<file path="src/rtl/kwd_pkg.sv">
package kwd_pkg;
  localparam logic [3:0]  OFS_MODE = 4'h0;
  localparam logic [3:0]  OFS_CTRL = 4'h4;
  localparam logic [3:0]  OFS_KICK = 4'h8;
  localparam logic [3:0]  OFS_STAT = 4'hC;

  localparam logic [11:0] MODE_KEY = 12'hABC;
  localparam logic [17:0] CTRL_KEY = 18'h00248;
  localparam logic [31:0] KICK_KEY = 32'h0000_1999;

  localparam int FIELD_W = 12;  // coarse reload field, fixed by the register layout
  localparam int MAX_DIV = 4096;
  localparam int PULSE_W = 5;

  typedef struct packed {
    logic [1:0] len;
    logic       irq_en;
    logic       rst_en;
    logic       en;
  } mode_t;

  // clock cycles per prescaled tick
  function automatic int unsigned tick_div(input logic [1:0] sel);
    case (sel)
      2'd0:    return 8;
      2'd1:    return 64;
      2'd2:    return 512;
      default: return 4096;
    endcase
  endfunction

  // reset pulse width in cycles: 2, 4, 8, 16
  function automatic logic [PULSE_W-1:0] pulse_cycles(input logic [1:0] code);
    return PULSE_W'(2) << code;
  endfunction
endpackage

</file>
<file path="src/rtl/kwd_regs.sv">
module kwd_regs
  import kwd_pkg::*;
(
  input  logic                clk,
  input  logic                rst_n,
  input  logic                bus_sel,
  input  logic                bus_we,
  input  logic [3:0]          bus_addr,
  input  logic [31:0]         bus_wdata,
  input  logic                expired,
  output logic [31:0]         bus_rdata,
  output mode_t               mode_q,
  output logic [FIELD_W-1:0]  field_q,
  output logic [1:0]          sel_q,
  output logic                kick
);
  logic wr, mode_ok, ctrl_ok;

  assign wr      = bus_sel && bus_we;
  assign mode_ok = wr && (bus_addr == OFS_MODE) && (bus_wdata[23:12] == MODE_KEY);
  assign ctrl_ok = wr && (bus_addr == OFS_CTRL) && (bus_wdata[31:14] == CTRL_KEY);
  assign kick    = wr && (bus_addr == OFS_KICK) && (bus_wdata == KICK_KEY);

  always_ff @(posedge clk) begin
    if (!rst_n) begin
      mode_q  <= '0;
      field_q <= '1;
      sel_q   <= 2'd0;
    end else begin
      if (mode_ok) begin
        mode_q.len    <= bus_wdata[5:4];
        mode_q.irq_en <= bus_wdata[2];
        mode_q.rst_en <= bus_wdata[1];
        mode_q.en     <= bus_wdata[0];
      end
      if (ctrl_ok) begin
        field_q <= bus_wdata[13:2];
        sel_q   <= bus_wdata[1:0];
      end
    end
  end

  always_comb begin
    case (bus_addr)
      OFS_MODE: bus_rdata = {26'b0, mode_q.len, 1'b0, mode_q.irq_en, mode_q.rst_en, mode_q.en};
      OFS_CTRL: bus_rdata = {18'b0, field_q, sel_q};
      OFS_STAT: bus_rdata = {31'b0, expired};
      default:  bus_rdata = 32'b0;
    endcase
  end
endmodule

</file>
<file path="src/rtl/kwd_prescale.sv">
module kwd_prescale
  import kwd_pkg::*;
(
  input  logic       clk,
  input  logic       rst_n,
  input  logic       run,
  input  logic       clear,
  input  logic [1:0] sel,
  output logic       tick
);
  localparam int PW = $clog2(MAX_DIV);

  logic [PW-1:0] pre_q;
  logic [PW-1:0] lim;

  assign lim  = PW'(tick_div(sel) - 1);
  // >= keeps the phase bounded if the ratio is lowered mid-count
  assign tick = run && (pre_q >= lim);

  always_ff @(posedge clk) begin
    if (!rst_n || clear) pre_q <= '0;
    else if (run)        pre_q <= tick ? '0 : pre_q + PW'(1);
  end
endmodule

</file>
<file path="src/rtl/kwd_core.sv">
module kwd_core
  import kwd_pkg::*;
#(
  parameter int LOW_W = 12
) (
  input  logic                      clk,
  input  logic                      rst_n,
  input  logic                      tick,
  input  logic                      run,
  input  logic                      kick,
  input  logic [FIELD_W-1:0]        field,
  input  logic                      rst_en,
  input  logic                      irq_en,
  input  logic [1:0]                len,
  output logic [FIELD_W+LOW_W-1:0]  cnt_q,
  output logic                      expired_q,
  output logic                      expire_evt,
  output logic                      rst_out,
  output logic                      irq_out
);
  localparam int CNT_W = FIELD_W + LOW_W;

  logic [PULSE_W-1:0] pulse_q;

  assign expire_evt = run && !kick && !expired_q && (cnt_q == '0);

  always_ff @(posedge clk) begin
    if (!rst_n) begin
      cnt_q     <= {{FIELD_W{1'b1}}, {LOW_W{1'b0}}};
      expired_q <= 1'b0;
      pulse_q   <= '0;
    end else begin
      if (kick)                         cnt_q <= {field, {LOW_W{1'b0}}};
      else if (tick && cnt_q != '0)     cnt_q <= cnt_q - CNT_W'(1);

      if (kick)            expired_q <= 1'b0;
      else if (expire_evt) expired_q <= 1'b1;

      if (expire_evt && rst_en) pulse_q <= pulse_cycles(len);
      else if (pulse_q != '0)   pulse_q <= pulse_q - PULSE_W'(1);
    end
  end

  assign rst_out = (pulse_q != '0);
  assign irq_out = expired_q && irq_en;
endmodule

</file>
<file path="src/rtl/keyed_wdog.sv">
module keyed_wdog
  import kwd_pkg::*;
#(
  parameter int LOW_W = 12
) (
  input  logic        clk,
  input  logic        rst_n,
  input  logic        bus_sel,
  input  logic        bus_we,
  input  logic [3:0]  bus_addr,
  input  logic [31:0] bus_wdata,
  output logic [31:0] bus_rdata,
  output logic        wd_reset,
  output logic        wd_irq
);
  localparam int CNT_W = FIELD_W + LOW_W;

  mode_t              mode_q;
  logic [FIELD_W-1:0] field_q;
  logic [1:0]         sel_q;
  logic               kick;
  logic               tick;
  logic               expire_evt;
  logic               expired_q;
  logic [CNT_W-1:0]   cnt_q;

  kwd_regs u_regs (
    .clk(clk), .rst_n(rst_n), .bus_sel(bus_sel), .bus_we(bus_we),
    .bus_addr(bus_addr), .bus_wdata(bus_wdata), .expired(expired_q),
    .bus_rdata(bus_rdata), .mode_q(mode_q), .field_q(field_q),
    .sel_q(sel_q), .kick(kick)
  );

  kwd_prescale u_pre (
    .clk(clk), .rst_n(rst_n), .run(mode_q.en), .clear(kick),
    .sel(sel_q), .tick(tick)
  );

  kwd_core #(.LOW_W(LOW_W)) u_core (
    .clk(clk), .rst_n(rst_n), .tick(tick), .run(mode_q.en), .kick(kick),
    .field(field_q), .rst_en(mode_q.rst_en), .irq_en(mode_q.irq_en),
    .len(mode_q.len), .cnt_q(cnt_q), .expired_q(expired_q),
    .expire_evt(expire_evt), .rst_out(wd_reset), .irq_out(wd_irq)
  );
endmodule

</file>
<file path="config.mk">
export PLATFORM = sky130hd
export DESIGN_NAME = keyed_wdog
export DESIGN_NICKNAME = d
export VERILOG_FILES = /design/src/rtl/kwd_pkg.sv /design/src/rtl/kwd_regs.sv /design/src/rtl/kwd_prescale.sv /design/src/rtl/kwd_core.sv /design/src/rtl/keyed_wdog.sv
export SDC_FILE = /design/constraint.sdc
export NUM_CORES = 1
export LEC_CHECK = 0
export BUFFER_PORTS_ARGS = -buffer_cell sky130_fd_sc_hd__buf_4
export CAP_MARGIN = 25
export CORE_ASPECT_RATIO = 1.1
export CORE_MARGIN = 5
export CORE_UTILIZATION = 55
export DETAILED_ROUTE_END_ITERATION = 6
export PLACE_DENSITY_LB_ADDON = 0.3
export SLEW_MARGIN = 10
export SYNTH_ARGS = -nofsm -noshare
export SYNTH_HDL_FRONTEND = slang
export SYNTH_HIERARCHICAL = 1
export SYNTH_SLANG_ARGS = --single-unit
</file>
<file path="constraint.sdc">
create_clock -name clk -period 3.4 [get_ports clk]
set_clock_uncertainty 0.2 [all_clocks]
set_input_delay 0.85 -clock clk [delete_from_list [all_inputs] [get_ports clk]]
set_output_delay 0.85 -clock clk [all_outputs]
set_load 0.1 [all_outputs]
</file>
**Word level (Yosys, flattened, before mapping)**

Cells that the tools add are included.
Widths: inputs -> output; s select.

- Add/sub/neg operators: 4
- Order comparisons: 1
- Eq/ne operators: 8
- Shift-type cells: 1
- Mux-type cells: 7
- Bitwise operators: 1
- Reductions and logical operators: 26

Operator list:

| kind | count |
|---|---|
| $mux 24 | 2 |
| $pmux 14 s3 | 1 |
| $eq 32x13->1 const B | 1 |
| $pmux 10 s3 | 1 |
| $logic_not 24->1 | 1 |
| $reduce_bool 24->1 | 1 |
| $sub 24x1->24 const B | 1 |
| $eq 18x10->1 const B | 1 |
| $logic_and 1x1->1 | 14 |
| $add 12x1->12 const B | 1 |
| $eq 12x12->1 const B | 1 |
| $ge 12x12->1 | 1 |
| $mux 12 | 1 |
| $sub 12x1->12 const B | 1 |
| $mux 5 | 2 |
| $eq 4x4->1 const B | 2 |
| $reduce_bool 5->1 | 1 |
| $shl 2x2->5 const A | 1 |
| $sub 5x1->5 const B | 1 |
| $eq 4x3->1 const B | 1 |
| $logic_not 4->1 | 1 |
| $reduce_bool 2->1 | 2 |
| $logic_not 1->1 | 3 |
| $eq 2x1->1 const B | 1 |
| other kinds (5) | 5 |

- Register bits after elaboration: 61
- Output and inout bits: 34
- Word-level logic and storage cells: 59

**Depth between registers and ports, before layout**

Gate-level depths: netlist (run 1).

- Depth in word-level cells: 9
- Gate-level depth with buffers: 14
- Depth with buffers taken out: 13

**Hierarchy**

The synthesis (run 1) kept the hierarchy.

Modules (own cells, without submodules):

| module | instances | cells an instance | area each (um^2) | sequential area each (um^2) |
|---|---|---|---|---|
| kwd_core | 1 | 218 | 1767.9 | 600.6 |
| kwd_regs | 1 | 144 | 1187.4 | 380.4 |
| kwd_prescale | 1 | 89 | 778.2 | 240.2 |

**Worst setup path before layout (run 1)**

No wires, ideal clock.

- Kind: input-to-output
- Start: in bus_addr[2]
- End: out bus_rdata[0]
- Arrival time: 3.106 ns
- Slack: -0.756 ns
- Stages: 4
- Cell sequence: mux2i_1 -> nor2_1 -> a31oi_1 -> nor3_1

- Word-level cells in the longest chain between the ends: 2
- Elaborated cells between the ends (all ways): 4
- Classes of those cells: eq/ne (2); mux (1); reduce/logical (1)

Ends and longest elaborated chain:

| what | line | text |
|---|---|---|
| from (decl) | keyed_wdog.sv:10 | `input logic [3:0] bus_addr,` |
| $eq 4x4->1, or another cell as far along | kwd_regs.sv:44 | `case (bus_addr)` |
| $pmux 14 s3 * | kwd_regs.sv:44 |  |
| to (decl) | keyed_wdog.sv:12 | `output logic [31:0] bus_rdata,` |

Mark *: on every way between the ends. The rest lies on a longest branch, timed or not.

**Worst setup path after layout (run 1)**

- Start: reg u_regs.sel_q[1]
- End: reg u_core.cnt_q[10]

- Word-level cells in the longest chain between the ends: 6
- Elaborated cells between the ends (all ways): 8
- Classes of those cells: add/sub (1); order compare (1); eq/ne (2); mux (1); reduce/logical (3)

Ends and longest elaborated chain:

| what | line | text |
|---|---|---|
| from (decl) | kwd_regs.sv:14 | `output logic [1:0] sel_q,` |
| from (signal assigned) | kwd_regs.sv:38 | `sel_q <= bus_wdata[1:0];` |
| $eq 2x2->1, or another cell as far along | kwd_pkg.sv:24 | `case (sel)` |
| $pmux 10 s3 * | kwd_pkg.sv:24 |  |
| $sub 12x1->12 * | kwd_prescale.sv:16 | `assign lim = PW'(tick_div(sel) - 1);` |
| $ge 12x12->1 * | kwd_prescale.sv:18 | `assign tick = run && (pre_q >= lim);` |
| $logic_and 1x1->1 * | kwd_prescale.sv:18 |  |
| net tick | keyed_wdog.sv:22 | `logic tick;` |
| $logic_and 1x1->1 * | kwd_core.sv:34 | `else if (tick && cnt_q != '0) cnt_q <= cnt_q - CNT_W'(1);` |
| to (signal assigned) | kwd_core.sv:29 | `cnt_q <= {{FIELD_W{1'b1}}, {LOW_W{1'b0}}};` |
| to (signal assigned) | kwd_core.sv:33 | `if (kick) cnt_q <= {field, {LOW_W{1'b0}}};` |
| to (signal assigned) | kwd_core.sv:34 |  |
| to (decl) | kwd_core.sv:15 | `output logic [FIELD_W+LOW_W-1:0] cnt_q,` |

Mark *: on every way through the listed nets, which the timed path passes. The rest lies on a longest branch.
A chain may end at the register's enable or synchronous reset.

==> results list, run 1 <==
- The run finished with clean final reports.
- Critical path startpoint: u_regs/sel_q[1]$_SDFFE_PN0P_
* Number of H-tree levels: 3
* Max_slew headroom: 0.460
- Largest net degree at the start of global routing: 35
- Clk network pwr share: 0.399
- In the final layout, the share of cells above drive strength 1 is 0.194.
- Top cell type by total area after synthesis: sky130_fd_sc_hd__dfxtp_1
- The routed layout has 3487 vias.
* Cell with the largest stage delay on the worst path: sky130_fd_sc_hd__dfxtp_1
- After the flow finishes, the layout carries non-filler instances totaling 597.
* Post-layout total power: 1.56 mW
- At the end of routability-driven placement, the weighted congestion stood at 0.863.
- The final hold violation count came to 0.
* Count of final setup violators: 0
- The worst register-to-register path begins at u_regs/sel_q[1]$_SDFFE_PN0P_.
- The longest clock path from root to sink contains 2 buffers.
- Met1 track utilization from global routing: 0.258
* Endpoint of the lowest-slack register-to-register path: u_core/cnt_q[10]$_SDFFE_PP0P_
- The net count of the finished layout is 562.
- DRC violation count after routing: 0
* Estimated wirelength of the detail-placed design: 6.80 mm
- Worst setup path end: u_core/cnt_q[10]$_SDFFE_PP0P_
* DRT iter0 DRCs: 148
- CTS saw 61 sinks.
- In this run the static leakage power is 1.62 nW.
- Max Fanout on Critical Path: 11
- Per-instance average area after synthesis: 8.28 sq um
- Placed insts: 578
- Before antenna repair, the detailed router went through 6 iterations.
* Clk_lat worst skew: 330 ps
- Clk pin slew, worst setup/hold paths: 70 ps
* Worst setup slack for register-to-register paths: 140 ps
* Number of I/O pins: 74
- Met3 track utilization from global routing: 0.0356
- Synthesis inferred 61 register bits.
* Post-synthesis async set-or-reset flop share: 0
* Startpoint class of the critical path: flip-flop
* Cell Chain, Critical Path: or2_4, ha_1, ha_1, o211ai_1, o21ai_0, a21oi_1, a21boi_4, buf_4, buf_4, nand3b_1, nor3_1, o21ai_0, xor2_1, nor2_1
- Cell at the root of the clock tree: sky130_fd_sc_hd__clkbuf_8
* Transition at the pin with the smallest max-transition slack: 803 ps
- The die is 96.4 microns tall.
- The most used flip-flop cell after synthesis is sky130_fd_sc_hd__dfxtp_1.
- Of the synthesized area, sequential elements account for 0.327.
- Vias per cell: 5.84
* Commonest cells post-synth: sky130_fd_sc_hd__nor2_1, sky130_fd_sc_hd__dfxtp_1, sky130_fd_sc_hd__nand2_1, sky130_fd_sc_hd__a21oi_1, sky130_fd_sc_hd__nor3_1
* Global-route wire length before repair: 15.1 mm
- The global routing stage identified its most utilized layer as met2.
- Arrival time of the worst setup path: 3320 ps
* EDFF count, synth: 0
- TritonCTS clock tree: yes
- Number of antenna violations at the first check in global routing: 0
- Final Cell Area: 0.00438 sq mm
- Worst Setup Path Type: reg -> reg
- Buffers inserted during clock tree synthesis total 9.
* Power per cell area: 357 mW/mm^2
- The initial utilization of the core area, before any placement, comes to 0.566.
- Relative area change from synthesis to final layout: 17.3%
- After detailed routing, the average wire length per cell comes to 15.2 microns.
* Delay of the slowest cell on the worst path: 350 ps
* Worst vdd ir: 0.202 mV
- DIE AREA: 0.00854 sq mm
- Top area cells in the synthesized netlist: sky130_fd_sc_hd__dfxtp_1, sky130_fd_sc_hd__nor2_1, sky130_fd_sc_hd__mux2i_1
- Yosys instantiated no cell more often than sky130_fd_sc_hd__nor2_1.
- Number of nets with antenna violations after detailed routing: 0
- Based on the critical path, the design can be clocked at up to 307 MHz.
- Total track usage: 0.221
- Wire length after detailed routing: 9.08 mm
- Measured along the x axis, the die boundary spans 88.6 microns.
* Global routing usage on met2: 0.400
- Final worst path period share: 0.959
- Instance area after placement: 0.00417 sq mm
- The count of buffers added on input and output ports is 55.
- The number of pins with negative max-slew slack in the final report is 0.
- The mapped netlist covers 0.00373 sq mm.
- Kind of end point of the critical path: flip-flop
- Worst-case reg-to-reg path depth: 14
- After global routing the overflow that remains totals 0.
* Req. time, crit path: 3460 ps
- Vias in the first global route: 3354
* Yosys synthesis warning count: 6
- After floorplanning, the core was divided into 31 placement rows.
- In this run the worst hold path is classified as reg -> reg.
- The share of total power dissipated in combinational logic is 0.138.
* Internal Pwr Total: 1.13 mW
- Instance count of the mapped netlist: 451
- Net Switching: 0.438 mW
- Of the total power, the share spent switching nets is 0.280.
- The tool flagged a number of max-cap violations equal to 0.
- The core region is 0.00659 sq mm.
- After layout, the minimum clock period comes to 3260 ps.
- After synthesis, the netlist uses 59 different library cells.
- Reg power frac: 0.464
- Of the post-synthesis cell area, the dominant cell type holds 0.327.
- The repair_antennas step left the layout with diodes totalling 0.
## state kept, by name, summed over array words and instances, names as in the netlist
register and cells:
u_core/cnt_q 24, u_core/pulse_q 5, u_regs/mode_q 5, u_regs/field_q 12
u_pre/pre_q 12, u_regs/sel_q 2, u_core/expired_q 1
## stage by stage
stage | TNS [ps] | setup slack [ps] | hold WS [ps] | utilization
2_1_floorplan | 0 | 83.2 | 258 | -
3_3_place_gp | 0 | 365 | 276 | 0.632
3_5_place_dp | 0 | 239 | 288 | 0.632
4_1_cts | 0 | 168 | 299 | 0.661
5_1_grt | -3.56 | -3.56 | 330 | 0.664
6_report | 0 | 141 | 297 | 0.664
## logic make-up (layout without fill, tap and decap cells)
logic type / after synthesis / count (layout) / share of synthesized area
AOI/OAI and AO/OA: 73 / 73 / 0.134
buffers and inverters: 46 / 93 / 0.0687
muxes: 17 / 17 / 0.0459
other: 1 / 18 / 0.00100
adders and majority gates: 12 / 12 / 0.0402
DFF: 61 / 61 / 0.327
xor gates and xnor gates: 23 / 23 / 0.0540
and+or+nand+nor: 218 / 218 / 0.329
## metal layers
| layer | share of wire | routed length, microns | up-vias |
|---|---|---|---|
| met2 | 0.52 | 4680 | 96 |
| met4 | 0.017 | 157 | 0 |
| met1 | 0.43 | 3880 | 1653 |
| met5 | 0 | 0 | - |
| li1 | - | - | 1720 |
| met3 | 0.040 | 362 | 18 |
## power groups by stage
stage                     Clock (mW)  Sequential [mW]  Combinational, mW
after global routing           0.680            0.726              0.227
after global placement             0            0.741              0.212
final                          0.624            0.725              0.216
after detailed placement           0            0.741              0.214
after CTS                      0.641            0.725              0.214
after floorplan                    0            0.740              0.171
## cell type report
| class | count | area [sq um] |
|---|---|---|
| multi-input combinational | 361 | 2320 |
| fill | 563 | 2210 |
| sequential | 61 | 1220 |
| timing repair buffer | 67 | 503 |
| clock buffer | 11 | 141 |
| tap | 82 | 103 |
| clock inverter | 5 | 50.0 |
| inverter | 10 | 37.5 |
## placed cells by master, fill, tap and decap left out, drive strengths merged, types with 2 or more instances in the layout
cell type,n
mux2i,16
or4,8
buf,67
nor2b,5
nor3b,2
o31ai,3
o21ai,21
xnor2,10
a21boi,2
nand4,14
or2,3
nor4,16
o211ai,5
conb,18
dfxtp,61
ha,12
or3,8
o211a,2
and3,3
a21oi,21
clkbuf,11
xor2,13
nor2,64
a31oi,4
clkinv,4
inv,10
and2,10
nand2,23
and3b,2
nand2b,8
o2111ai,4
nand3b,7
nand3,11
a22o,4
nor4b,5
nor3,21
nand4b,5
## worst max-delay path: cells and delay by family (launching register included)
family,cells,cell delay (ps)
compound gates,5,870
xor+xnor,1,160
fa+ha+maj,2,600
buf+inv,2,340
flops,1,350
simple gates,4,660
## worst min path at each step
stage                                               from                             to  slack (ps)  cells past startpoint
after global routing      u_regs/field_q[1]$_SDFFE_PN1P_  u_core/cnt_q[13]$_SDFFE_PN1P_         330                      2
after detailed placement   u_regs/mode_q[2]$_SDFFE_PN0P_  u_regs/mode_q[2]$_SDFFE_PN0P_         290                      2
final                      u_regs/mode_q[2]$_SDFFE_PN0P_  u_regs/mode_q[2]$_SDFFE_PN0P_         300                      2
after global placement       u_pre/pre_q[1]$_SDFFE_PP0P_    u_pre/pre_q[1]$_SDFFE_PP0P_         280                      2
after floorplan            u_regs/mode_q[2]$_SDFFE_PN0P_  u_regs/mode_q[2]$_SDFFE_PN0P_         260                      2
after CTS                  u_regs/mode_q[2]$_SDFFE_PN0P_  u_regs/mode_q[2]$_SDFFE_PN0P_         300                      2
## timing repair
item / 4_1_cts / 5_1_grt
setup endpoints to repair: 0 / 3
resized for setup: 0 / 0
setup buffers: 0 / 3
hold buffers: 0 / 0
No activity file was read; power rests on OpenSTA's default activity.
==> run 2: changes to the inputs <==
--- a/config.mk
+++ b/config.mk
@@ -11,7 +11,8 @@
 export CORE_MARGIN = 5
 export CORE_UTILIZATION = 55
 export DETAILED_ROUTE_END_ITERATION = 6
-export PLACE_DENSITY_LB_ADDON = 0.3
+export PLACE_DENSITY = 0.85
+export REMOVE_ABC_BUFFERS = 1
 export SLEW_MARGIN = 10
 export SYNTH_ARGS = -nofsm -noshare
 export SYNTH_HDL_FRONTEND = slang
==> run 2 against run 1 <==
Against the previous run:
- register-to-register slack better by 90 ps
- fmax rose by 2.8%
- flip-flop and latch count unchanged
- core utilization decreased by 0.89 points
- wire length rose by 3.5%
- non-clock buffer count fell by 4
- first-iteration DRC count increased by 74%
- clock power fell by 9.9%
- global-route usage rose by 0.83 points
- worst setup slack gained 89 ps
==> results list, run 2 (synthesized netlist as in run 1, its figures left out) <==
- Estimated wirelength of the detail-placed design: 6.91 mm
- After detailed routing, the number of remaining DRC violations is 0.
- Reg power frac: 0.482
* Post-layout total power: 1.50 mW
* FMAX: 315 MHz
- For this run, the total global-route usage over all layers was measured as 0.230.
- Number of detailed-routing iterations run before antenna repair: 5
- The total overflow left after global routing is 0.
- Worst Setup Path Type: reg -> reg
* Vias after detailed routing: 3490
* Count of final setup violators: 0
* Post_cts resized: 0
* Power per cell area: 348 mW/mm^2
- IR analysis of the VDD net gives a maximum drop of 0.265 mV.
* Number of max-cap violations: 0
- Number of buffers added by the clock tree synthesis step: 9
- For the worst-skew pair, the clock arrives at the later sink with an insertion delay of 340 ps.
- The floorplan step defined a die boundary enclosing 0.00854 sq mm.
- Post-CTS Setup Inserts: 0
- Setup repair after global routing left no endpoint under its margin.
* Max_slew headroom: 0.447
- Internal Pwr Total: 1.03 mW
* Floorplan core area: 0.00659 sq mm
- At the placement stage, the worst setup path has a slack of 189 ps.
* Arrival time of the worst setup path: 3180 ps
* Final worst-path setup slack: 230 ps
- The via count of the first global-routing pass was 3393.
- The clock period could shrink to 3170 ps.
* Row Count: 31
* Proportion of layout cells with a drive suffix above 1: 0.186
* Initial Util: 0.566
* Largest net degree at the start of global routing: 35
* Die Y: 96.4 microns
- Ranked by flip-flop count, first place goes to u_core/cnt_q.
- Of the total power, combinational logic draws 0.144.
* Leading cell types in the layout, fill and taps excluded: sky130_fd_sc_hd__nor2_1, sky130_fd_sc_hd__buf_4, sky130_fd_sc_hd__dfxtp_1
- Number of flip-flops under the largest register name: 24
- Clock sink count: 61
- Outcome: finished clean
* Total Negative Setup Slacks: 0 ps
- In this run, the number of DRC markers left after iteration 0 of detailed routing was 258.
- The share of total power dissipated in the clock network is 0.374.
- Counting the fill cells in the layout gives 573.
* Worst hold path type: reg -> reg
* Switching portion of total power: 0.314
- Leak pwr: 1.58 nW
* Hold path cells: 2
* Number of nets with antenna violations after detailed routing: 0
- 74 I/O pins were placed.
- The worst setup path is launched from a flip-flop.
- In the routed layout, each cell is associated on average with a via count of 5.89.
- The worst setup path is captured at a flip-flop.
- Antenna cell count: 0
- For this run, the share of the core covered by cells in the final layout is 0.655.
- After clock tree synthesis, the clock-pin slew on the worst setup and hold paths is 70 ps.
- STA puts the critical path data required time at 3410 ps.
- Most common cell after layout, fill and taps aside: sky130_fd_sc_hd__nor2_1
- The initial antenna violation count was 0.
- IO Port Bufs: 55
- The tree is rooted in a sky130_fd_sc_hd__clkbuf_8.
* Global-route wire length before repair: 15.5 mm
- Largest registers: u_core/cnt_q x24, u_pre/pre_q x12, u_regs/field_q x12
- In the finished design, the share of the clock period the worst path needs comes to 0.932.
- From synthesis to final layout, the design area changed by 15.8%.
- Net Switching: 0.472 mW
* Max Fanout on Critical Path: 11
- The clock passes through at most 2 buffers.
- After the last flow step, the layout net total stands at 558.
- The congestion estimate from routability-driven global placement came to 0.910.
* Worst-case reg-to-reg path depth: 12
- Dividing the detail-routed wire length by the instance count gives 15.9 microns.
- Width of the die: 88.6 microns
- Total count of max-transition violations in the final report: 0
* Number of H-tree levels: 3
- Final count of hold timing violations: 0
* TritonCTS clock tree: yes
- Wire length after detailed routing: 9.40 mm
- Transition at the pin with the smallest max-transition slack: 829 ps
- Buffers inserted to repair hold after CTS numbered 0.
-- run 2: stage by stage --
step           instances  hold slack [ps]  instance area (sq um)
6_report             593              309                   4320
5_1_grt              593              331                   4320
4_1_cts              593              304                   4320
3_5_place_dp         577              289                   4150
3_3_place_gp         577              279                   4150
2_1_floorplan        432              258                   3580
-- run 2: power by group through the flow --
stage / Sequential [mW] / Combinational [mW] / Clock [mW]
floorplan: 0.740 / 0.149 / 0
global placement: 0.741 / 0.212 / 0
detailed placement: 0.741 / 0.215 / 0
CTS: 0.725 / 0.215 / 0.572
global route: 0.726 / 0.227 / 0.606
finish: 0.725 / 0.217 / 0.562
-- run 2: worst paths after layout --
kind                                start                       endpoint  slack (ps)
min           u_pre/pre_q[1]$_SDFFE_PP0P_    u_pre/pre_q[1]$_SDFFE_PP0P_         310
max reg2reg  u_regs/sel_q[1]$_SDFFE_PN0P_  u_core/cnt_q[14]$_SDFFE_PN1P_         230
min reg2reg   u_pre/pre_q[1]$_SDFFE_PP0P_    u_pre/pre_q[1]$_SDFFE_PP0P_         310
max          u_regs/sel_q[1]$_SDFFE_PN0P_  u_core/cnt_q[14]$_SDFFE_PN1P_         230
-- run 2: cell type report --
| class | count | area, sq um | area share |
|---|---|---|---|
| multi-input cells | 361 | 2320 | 0.537 |
| flip-flops and latches | 61 | 1220 | 0.283 |
| repair buffers | 63 | 473 | 0.109 |
| clock buffers | 10 | 128 | 0.0295 |
| well taps | 82 | 103 | 0.0237 |
| clock inverters | 6 | 40.0 | 0.00926 |
| inverters | 10 | 37.5 | 0.00869 |
-- run 2: layer usage --
| metal | GRT usage | part of all wire |
|---|---|---|
| met4 | 0.0970 | 0.021 |
| met5 | 0 | 0 |
| met3 | 0.0365 | 0.047 |
| met1 | 0.272 | 0.42 |
| met2 | 0.409 | 0.51 |
-- run 2: worst max-delay path, cell delays in order (launching register included) --
cell and delay [ps]:
sky130_fd_sc_hd__dfxtp_1 350, sky130_fd_sc_hd__or2_4 290, sky130_fd_sc_hd__ha_1 280, sky130_fd_sc_hd__ha_1 300
sky130_fd_sc_hd__o211ai_1 80, sky130_fd_sc_hd__o21ai_0 160, sky130_fd_sc_hd__a21oi_1 180, sky130_fd_sc_hd__a21boi_4 330
sky130_fd_sc_hd__nand2_1 200, sky130_fd_sc_hd__nor4_1 220, sky130_fd_sc_hd__o21ai_0 160, sky130_fd_sc_hd__xor2_1 190
sky130_fd_sc_hd__a21oi_1 80
==> run 3: changes to the inputs <==
--- a/config.mk
+++ b/config.mk
@@ -11,10 +11,9 @@
 export CORE_MARGIN = 5
 export CORE_UTILIZATION = 55
 export DETAILED_ROUTE_END_ITERATION = 6
-export PLACE_DENSITY = 0.85
+export PLACE_DENSITY = 0.86
 export REMOVE_ABC_BUFFERS = 1
 export SLEW_MARGIN = 10
 export SYNTH_ARGS = -nofsm -noshare
 export SYNTH_HDL_FRONTEND = slang
-export SYNTH_HIERARCHICAL = 1
 export SYNTH_SLANG_ARGS = --single-unit
==> run 3 against run 2 <==
Against the previous run:
- total power rose by 23%
- combinational power rose by 130%
- design area decreased by 7.1%
- sequential share of layout area grew 2.2 points
- worst setup slack gained 160 ps
- largest cell class unchanged
==> results list, run 3 <==
- Startpoint class of the critical path: flip-flop
- Number of buffers added by the clock tree synthesis step: 9
- For the pin with the worst max-slew slack, the measured transition is 637 ps.
* Combined area of all synthesized cells: 0.00338 sq mm
* Hold WS: 276 ps
- DRC violation count after routing: 0
* Main flop type after synthesis: sky130_fd_sc_hd__dfxtp_1
* Utilization after layout: 0.660
* Number of distinct library cells after synthesis: 49
* Biggest register: u_core.cnt_q
- The cell count after synthesis came out at 394.
- Relative area change from synthesis to final layout: 18.7%
- For this configuration, the core starts out at a cell density of 0.556.
- Total track usage: 0.204
- Final-layout fill cell count: 510
- The endpoint identified for the worst register-to-register timing path is u_core.pulse_q[1]$_SDFFE_PN0P_.
* Number of detailed-routing iterations run before antenna repair: 4
- The clock passes through at most 2 buffers.
* Routed length per placed instance: 14.3 microns
* Count of final setup violators: 0
- Cell with the largest stage delay on the worst path: sky130_fd_sc_hd__or4_4
* Top area cells in the synthesized netlist: sky130_fd_sc_hd__dfxtp_1, sky130_fd_sc_hd__mux2i_1, sky130_fd_sc_hd__nor2_1
* Post-CTS Setup Inserts: 0
- For this design, the CTS-stage hold fixing added 0 buffers.
- Static timing analysis puts the maximum clock frequency at 332 MHz.
* EDFF count, synth: 0
* Register area share after synthesis: 0.361
- Hold path cells: 2
- The first global-routing pass estimated 13.0 mm of wire.
- DRT iter0 DRCs: 134
- Yosys synthesis warning count: 0
- The largest registers in the layout are u_core.cnt_q x24, u_pre.pre_q x12, u_regs.field_q x12.
* Setup repair after global routing missed its margin: false
* Number of antenna violations at the first check in global routing: 0
- Clk pin slew, worst setup/hold paths: 60 ps
- Worst Setup Path Type: reg -> reg
- Vias in the first global route: 2892
* Final worst path period share: 0.886
* Synth top area share: 0.361
- In this run the worst path has a maximum fanout of 9.
* Worst setup slack for register-to-register paths: 390 ps
- After synthesis, the mean cell area works out to 8.58 sq um.
- Antenna cell count: 0
- Floorplan core area: 0.00608 sq mm
* IO Port Bufs: 55
- TritonCTS built the clock tree.
* Origin of the worst min-delay path: u_core.expired_q$_SDFFE_PP0N_
- Hold Crit Endpoint: u_core.expired_q$_SDFFE_PP0N_
- Clock sink count: 61
* Leftover overflow at the end of global routing: 0
* Most frequent cell after synthesis: sky130_fd_sc_hd__dfxtp_1
* Commonest cells post-synth: sky130_fd_sc_hd__dfxtp_1, sky130_fd_sc_hd__nor2_1, sky130_fd_sc_hd__nand2_1
- Pin placement for this block handled 74 I/O pins.
- The clock reaches the later pin of the worst-skew pair after 330 ps.
* Wire length after detailed routing: 7.73 mm
- Headroom to the max-slew limit came out at 0.572.
- Delay of the slowest cell on the worst path: 590 ps
* Power per cell area: 461 mW/mm^2
* Vias after detailed routing: 2955
- Number of flip-flops under the largest register name: 24
- In the final layout, the share of cells above drive strength 1 is 0.187.
- The worst setup path is captured at a flip-flop.
- Die Y: 92.2 microns
- Once detail routing completed, the nets flagged for antenna violations numbered 0.
* Req. time, crit path: 3480 ps
* Vias per cell: 5.48
- STA puts the critical path data arrival time at 3090 ps.
- After clock tree synthesis, the repair step resized 0 gates.
* Net total in the final layout: 505
* Leak pwr: 1.74 nW
- The number of pins with negative max-slew slack in the final report came to 0.
- The startpoint identified for the worst register-to-register timing path is u_core.cnt_q[0]$_SDFFE_PP0P_.
* Number of max-cap violations: 0
* Top cell type by total area after synthesis: sky130_fd_sc_hd__dfxtp_1
- Synthesis inferred 61 register bits.
* Width of the die: 84.8 microns
* Final estimated routing congestion in global placement: 0.851
* Cell Chain, Critical Path: inv_1, ha_1, or3b_1, or4_4, nor3_2, nand2_1, and4bb_1, nor3b_2, o21a_1
- CTS placed an instance of sky130_fd_sc_hd__clkbuf_8 at the clock tree root.
* Leading cell types in the layout, fill and taps excluded: sky130_fd_sc_hd__buf_4, sky130_fd_sc_hd__dfxtp_1, sky130_fd_sc_hd__nor2_1
- Final count of hold timing violations: 0
* DIE AREA: 0.00782 sq mm
- Post-synthesis async set-or-reset flop share: 0
- Number of H-tree levels: 3
- Outcome: finished clean
- Largest net degree at the start of global routing: 29
- The min-delay analysis places its worst path in the category reg -> reg.
* Worst vdd ir: 0.517 mV
- The worst register-to-register path has a depth of 9.
- Time the worst path needs with I/O delays and setup: 3010 ps
* Instance area after placement: 0.00383 sq mm
- Most common cell after layout, fill and taps aside: sky130_fd_sc_hd__buf_4
* Final Cell Area: 0.00401 sq mm
- Estimated wirelength of the detail-placed design: 5.94 mm
- Row Count: 30
-- run 3: changes by cell type in the layout (fill, tap and decap cells not counted), sizes merged, moves of 5 or more --
cell    change
a21oi      -14
nand2      +15
nand2b      -8
nand3b      -6
nor2       -14
nor3        -9
nor4        -8
o211ai      -5
o21ai      -15
o22a       +11
xnor2      +10
-- run 3: logic make-up after synthesis --
| logic type | after synthesis | share of synthesized area |
|---|---|---|
| AO/OA/AOI/OAI | 40 | 0.0866 |
| XOR/XNOR | 34 | 0.0881 |
| adder cells (fa/ha/maj) | 10 | 0.0370 |
| buffers and inverters | 41 | 0.0703 |
| flip-flops | 61 | 0.361 |
| multiplexers | 21 | 0.0625 |
| other | 1 | 0.00111 |
| AND/OR/NAND/NOR | 186 | 0.293 |
-- run 3: layer usage --
layer,part of all wire,track usage
met1,0.41,0.228
met2,0.52,0.377
met3,0.051,0.0440
met4,0.014,0.0726
met5,0,0
-- run 3: worst max path at each step --
stage | from | endpoint | slack [ps] | cells after the start
finish | u_core.cnt_q[0]$_SDFFE_PP0P_ | u_core.pulse_q[1]$_SDFFE_PN0P_ | 390 | 9
global route | u_core.cnt_q[0]$_SDFFE_PP0P_ | u_core.pulse_q[1]$_SDFFE_PN0P_ | 240 | 9
CTS | u_regs.sel_q[1]$_SDFFE_PN0P_ | u_core.cnt_q[11]$_SDFFE_PP0P_ | 260 | 9
detailed placement | bus_wdata[18] | u_core.pulse_q[4]$_SDFFE_PN0P_ | 260 | 8
global placement | bus_wdata[18] | u_core.pulse_q[4]$_SDFFE_PN0P_ | 370 | 8
floorplan | bus_addr[3] | bus_rdata[0] | -800 | 3
-- run 3: cell type report --
class	instances	area, sq um	share of cell area
Clock buffer	14	173	0.0430
Clock inverter	1	5.00	0.00125
Inverter	10	37.5	0.00935
Multi-Input combinational cell	309	2000	0.498
Sequential cell	61	1220	0.304
Tap cell	80	100	0.0249
Timing Repair Buffer	64	480	0.120
-- run 3: power breakdown --
part	internal (mW)	leakage [nW]	switching, mW
Sequential	0.744	0.493	0.0236
Clock	0.320	0.0926	0.258
Combinational	0.172	1.16	0.333
Total	1.24	1.74	0.615
-- run 3: through the flow --
step           setup slack (ps)  total power [mW]  instances  TNS (ps)
5_1_grt                     241              1.94        539         0
3_5_place_dp                265              1.29        524         0
6_report                    389              1.85        539         0
2_1_floorplan              -797              1.16        380     -5490
3_3_place_gp                372              1.28        524         0
4_1_cts                     256              1.87        539         0
-- run 3: critical path: cells and delay by family (launching register included) --
family / cells / cell delay [ps]
and+or+nand+nor: 6 / 2090
DFF: 1 / 340
adders and majority gates: 1 / 150
AOI/OAI and AO/OA: 1 / 120
buffers and inverters: 1 / 70
